`src/rtl/rcm_pkg.sv`:
```
// Package rcm_pkg
// Shared constants and types for the result compare monitor.
// Assumes: results are 12 bits wide and channel numbers are 3 bits wide.
package rcm_pkg;
    localparam int RCM_RES_W = 12;
    localparam int RCM_CH_W  = 3;
    localparam int RCM_MC_W  = 4;

    // Direction of the threshold test for one compare unit.
    typedef enum logic {
        CMP_BELOW       = 1'b0,
        CMP_AT_OR_ABOVE = 1'b1
    } cmp_mode_e;
endpackage

```
`src/rtl/rcm_cmp.sv`:
```
// Module rcm_cmp
// Combinational qualifier and threshold test for one compare unit.
// hit_o is 1 when the stored result belongs to this unit. match_o gives
// the result of the threshold test in the selected format.
// Assumes: the threshold uses the same format as the results.
module rcm_cmp #(
    parameter int RES_W = 12,
    parameter int CH_W  = 3
) (
    input  logic             load_i,
    input  logic [CH_W-1:0]  chan_i,
    input  logic [RES_W-1:0] data_i,
    input  logic             en_i,
    input  logic             ge_mode_i,
    input  logic [CH_W-1:0]  sel_i,
    input  logic [RES_W-1:0] thr_i,
    input  logic             fmt_signed_i,
    output logic             hit_o,
    output logic             match_o
);
    logic at_or_above;

    // Magnitude test, signed or unsigned according to the format input.
    always_comb begin
        if (fmt_signed_i) begin
            at_or_above = ($signed(data_i) >= $signed(thr_i));
        end else begin
            at_or_above = (data_i >= thr_i);
        end
    end

    // Result qualification and the direction chosen by the condition bit.
    always_comb begin
        hit_o   = load_i & en_i & (chan_i == sel_i);
        match_o = ge_mode_i ? at_or_above : ~at_or_above;
    end
endmodule

```
`src/rtl/rcm_cnt.sv`:
```
// Module rcm_cnt
// Match counter and sticky flag for one compare unit.
// The flag sets on the match that finds the counter at or above the
// repeat count, which is match number limit+1. The counter then restarts.
// A miss or a disabled cycle clears the counter. Set wins over clear.
// Assumes: synchronous active-low reset.
module rcm_cnt #(
    parameter int MC_W = 4
) (
    input  logic            clk,
    input  logic            rst_n,
    input  logic            en_i,
    input  logic            hit_i,
    input  logic            match_i,
    input  logic [MC_W-1:0] limit_i,
    input  logic            clr_i,
    output logic            flag_o
);
    logic [MC_W-1:0] cnt_q;
    logic            reach;

    // Run is complete when this match lands on a counter already at the limit.
    assign reach = hit_i & match_i & (cnt_q >= limit_i);

    // Counts consecutive qualifying results for the selected channel.
    always_ff @(posedge clk) begin
        if (!rst_n) begin
            cnt_q <= '0;
        end else if (!en_i) begin
            cnt_q <= '0;
        end else if (hit_i) begin
            if (!match_i || reach) begin
                cnt_q <= '0;
            end else begin
                cnt_q <= cnt_q + 1'b1;
            end
        end
    end

    // Sticky flag: set on run completion, cleared by write-one pulse.
    always_ff @(posedge clk) begin
        if (!rst_n) begin
            flag_o <= 1'b0;
        end else if (reach) begin
            flag_o <= 1'b1;
        end else if (clr_i) begin
            flag_o <= 1'b0;
        end
    end
endmodule

```
`src/rtl/rcm_monitor.sv`:
```
// Module rcm_monitor
// Top of the result compare monitor. N_UNITS compare units each watch
// the result-load strobe. Each unit has its own channel, threshold,
// direction and repeat count, a sticky flag and a gated interrupt.
// Assumes: the configuration inputs are held stable by a register block
// outside this module, and the clear inputs are single-cycle pulses.
module rcm_monitor #(
    parameter int N_UNITS = 2,
    parameter int RES_W   = rcm_pkg::RCM_RES_W,
    parameter int CH_W    = rcm_pkg::RCM_CH_W,
    parameter int MC_W    = rcm_pkg::RCM_MC_W
) (
    input  logic                     clk,
    input  logic                     rst_n,
    input  logic                     fmt_signed_i,
    input  logic                     res_load_i,
    input  logic [CH_W-1:0]          res_chan_i,
    input  logic [RES_W-1:0]         res_data_i,
    input  logic [N_UNITS-1:0]       cfg_en_i,
    input  logic [N_UNITS-1:0]       cfg_ie_i,
    input  logic [N_UNITS-1:0]       cfg_ge_i,
    input  logic [N_UNITS*CH_W-1:0]  cfg_chan_i,
    input  logic [N_UNITS*MC_W-1:0]  cfg_rep_i,
    input  logic [N_UNITS*RES_W-1:0] cfg_thr_i,
    input  logic [N_UNITS-1:0]       flag_clr_i,
    output logic [N_UNITS-1:0]       flag_o,
    output logic [N_UNITS-1:0]       irq_o
);
    import rcm_pkg::*;

    generate
        for (genvar g = 0; g < N_UNITS; g++) begin : g_unit
            cmp_mode_e  mode;
            logic       hit;
            logic       match;

            // Decode this unit's condition bit into its direction.
            assign mode = cmp_mode_e'(cfg_ge_i[g]);

            rcm_cmp #(
                .RES_W (RES_W),
                .CH_W  (CH_W)
            ) cmp_i (
                .load_i       (res_load_i),
                .chan_i       (res_chan_i),
                .data_i       (res_data_i),
                .en_i         (cfg_en_i[g]),
                .ge_mode_i    (mode == CMP_AT_OR_ABOVE),
                .sel_i        (cfg_chan_i[g*CH_W +: CH_W]),
                .thr_i        (cfg_thr_i[g*RES_W +: RES_W]),
                .fmt_signed_i (fmt_signed_i),
                .hit_o        (hit),
                .match_o      (match)
            );

            rcm_cnt #(
                .MC_W (MC_W)
            ) cnt_i (
                .clk     (clk),
                .rst_n   (rst_n),
                .en_i    (cfg_en_i[g]),
                .hit_i   (hit),
                .match_i (match),
                .limit_i (cfg_rep_i[g*MC_W +: MC_W]),
                .clr_i   (flag_clr_i[g]),
                .flag_o  (flag_o[g])
            );

            // Interrupt request gated by this unit's enable.
            assign irq_o[g] = flag_o[g] & cfg_ie_i[g];
        end
    endgenerate
endmodule

```
`config.mk`:
```
export PLATFORM = sky130hd
export DESIGN_NAME = rcm_monitor
export DESIGN_NICKNAME = d
export VERILOG_FILES = /design/src/rtl/rcm_pkg.sv /design/src/rtl/rcm_cmp.sv /design/src/rtl/rcm_cnt.sv /design/src/rtl/rcm_monitor.sv
export SDC_FILE = /design/constraint.sdc
export NUM_CORES = 1
export LEC_CHECK = 0
export BUFFER_PORTS_ARGS = -buffer_cell sky130_fd_sc_hd__buf_2
export CAP_MARGIN = 25
export CORE_ASPECT_RATIO = 1.2
export CORE_UTILIZATION = 47
export CTS_CLUSTER_DIAMETER = 200
export DETAILED_ROUTE_END_ITERATION = 10
export GPL_TIMING_DRIVEN = 0
export PLACE_DENSITY = 0.77
export SLEW_MARGIN = 20
export SYNTH_ARGS = -nofsm -noshare
export SYNTH_HDL_FRONTEND = slang
export SYNTH_SLANG_ARGS = --single-unit
```
`constraint.sdc`:
```
create_clock -name clk -period 3 [get_ports clk]
set_input_delay 0.9 -clock clk [delete_from_list [all_inputs] [get_ports clk]]
set_output_delay 0.9 -clock clk [all_outputs]
set_load 0.02 [all_outputs]
```
==> flow_summary.ini <==
[status]
status = complete, no violations

[sta]
finalCritPeriodShare = 0.825
final.hold.worst_slack_ns = 0.484
slew_headroom = 0.744
clock_skew_ns = 0.00143
slew_violations = 0
setup_viol = 0
period_needed_ns = 2.48
rsz0062_at_grt = false
tightest_slew_ns = 0.383
finalSetupTns_ns = 0
clock.fmax_mhz = 404
hold_viol_final = 0

[flow_run]
drv_cap = 0

[synthesis]
yosysTopAreaCell = ha_1
ys_top_cells_by_count = ha_1 (34), inv_1 (34), a21oi_1 (22)
synth-main-ff-cell = dfxtp_1
syn_nets = 297
seq_area_frac_synth = 0.134
synth_area_per_cell_um2 = 7.53
synth_async_sr_flop_share = 0
yosysUniqueCellTypes = 27
synthCells = 198
syn_area_um2 = 1490
synth-edff-count = 0
netlist.area_leader.share = 0.285
synth.area.top_cells = ha_1 (29%), dfxtp_1 (13%), inv_1 (8.6%)
ys_warn_count = 0
ys_ff_latch = 10

[setup_path]
arrival_ns = 2.68
reg2reg_depth = 8
r2r_start = g_unit[1].cnt_i.cnt_q[0]
crit_type = input pin to flop
cp-end-kind = flop
critPathMaxFanout = 5
r2r-end = g_unit[1].cnt_i.cnt_q[2]
required_ns = 3.20
start_kind = input pin
reg2reg_setup_slack_ns = 1.14

[die]
start_util = 0.492
fp.dieW_um = 53.4
dieArea_um2 = 3400
row_count = 22
core_um2 = 3030
ios = 69
die_y_um = 63.7

[min_path]
hold_path_depth = 2
hold_path_end = g_unit[1].cnt_i.cnt_q[3]
min_from = g_unit[1].cnt_i.cnt_q[3]
worst_hold_path_type = flop to flop

[route]
drt_first_pass_iters = 6
drc = 0
wl_um = 3110
viasPerCell = 5.18
ant_nets = 0
wire_per_inst_um = 10.2
vias = 1584
drt_iter0_markers = 31

[cts]
cts_resized = 0
cts_tree = yes
clk_latency_ns = 0.27
cts.sinks = 10
h-tree-depth = 1
clock_path_buffers = 2
cts_buffers = 3
hold_buffers = 0
cts_setup_buffers = 0
cts_root_buffer = clkbuf_4
clkSlewWorstSetupHoldPaths_ns = 0.07

[place]
place_congestion = 0.817
io_buffers = 68
hpwl_um = 2770
dpl-instance-area_um2 = 1880

[pwr]
ir_worst_vdd_v = 0.000247
power_density_nw_per_um2 = 222
leakagePower_nw = 1.04

[finish]
antenna_cells = 0
nets = 370
drive_gt1_frac = 0.293
area_delta_synth_final_pct = 28.3
register_area_um2 = 200
multiInputGateArea_um2 = 1150
n_fill_cell = 294
finalInstanceArea_um2 = 1910

[grt]
grt_pass1_wl_um = 5240
grt_pass1_vias = 1397
gr-total-overflow = 0
antenna_found_initial = 0
grt_use_total = 0.197
grt_start_max_net_pins = 10
## cell families (layout without fill, tap and decap cells)
family | Yosys count | after routing | synth area share
AO/OA/AOI/OAI | 52 | 52 | 0.217
XOR/XNOR | 6 | 6 | 0.0353
adder cells (fa/ha/maj) | 34 | 34 | 0.285
buffers and inverters | 36 | 108 | 0.0957
flip-flops | 10 | 10 | 0.134
AND/OR/NAND/NOR | 60 | 60 | 0.232
## cell usage in the layout (no fill, tap or decap)
cell	netlist	routed
a2111o_1	2	2
a211o_1	2	2
a21boi_1	2	2
a21o_1	4	4
a21oi_1	22	22
and2_1	4	4
buf_2	0	68
buf_4	2	2
clkbuf_4	0	3
clkbuf_8	0	1
dfxtp_1	10	10
ha_1	34	34
inv_1	34	34
nand2_1	14	14
nand2b_1	6	6
nand3_1	4	4
nand4_1	10	10
nand4_2	2	2
nand4b_2	2	2
nor2_1	6	6
nor2b_1	4	4
nor3_1	6	6
nor3b_1	2	2
o211ai_1	8	8
o21ai_0	2	2
o21ai_1	5	5
o21ai_2	1	1
o22ai_1	4	4
xnor2_1	2	2
xor2_1	4	4
## state kept, by name (all words and copies together) (netlist names)
name	cells
g_unit.cnt_i.cnt_q	8
g_unit.cnt_i.flag_o	2
## worst max path at each step
stage | endpoint | start | cells past startpoint
2_1_floorplan | g_unit[1].cnt_i.cnt_q[1] | cfg_thr_i[23] | 8
3_3_place_gp | g_unit[0].cnt_i.cnt_q[1] | res_data_i[11] | 8
3_5_place_dp | g_unit[0].cnt_i.cnt_q[1] | res_data_i[11] | 8
6_report | g_unit[0].cnt_i.cnt_q[1] | res_data_i[11] | 8
4_1_cts | g_unit[0].cnt_i.cnt_q[1] | res_data_i[11] | 8
5_1_grt | g_unit[0].cnt_i.cnt_q[1] | cfg_thr_i[11] | 9
## worst max-delay path, stage by stage
cell and delay (ns):
buf_2 0.11, ha_1 0.36, nand4_2 0.13, a211o_1 0.36, a2111o_1 0.39, nand4b_2 0.15
o211ai_1 0.11, a21oi_1 0.16
## through the flow
step	worst slack [ns]	utilization	total power, mW	std cells
after floorplan	0.517	-	0.235	198
after global placement	0.288	0.619	0.299	302
after detailed placement	0.245	0.619	0.302	302
after CTS	0.526	0.631	0.427	306
after global routing	0.405	0.631	0.463	306
final	0.524	0.631	0.424	306
## final cells by class
type / count / area share
well taps: 36 / 0.0236
repair buffers: 68 / 0.178
clock buffers: 4 / 0.0190
inverters: 34 / 0.0668
multi-input cells: 152 / 0.600
flip-flops and latches: 10 / 0.105
plain buffers: 2 / 0.00785
## power by group
group	total, mW	switching, mW	leakage, nW	internal (mW)
combinational	0.165	0.0834	0.942	0.0815
clock	0.126	0.0520	0.0210	0.0738
sequential	0.133	0.000218	0.0805	0.133
## layer usage
metal  share of wire  track usage
met1            0.43        0.237
met2            0.52        0.350
met4               0      0.00987
met5               0            0
met3           0.049       0.0580
Power figures use the tool's default switching activity.
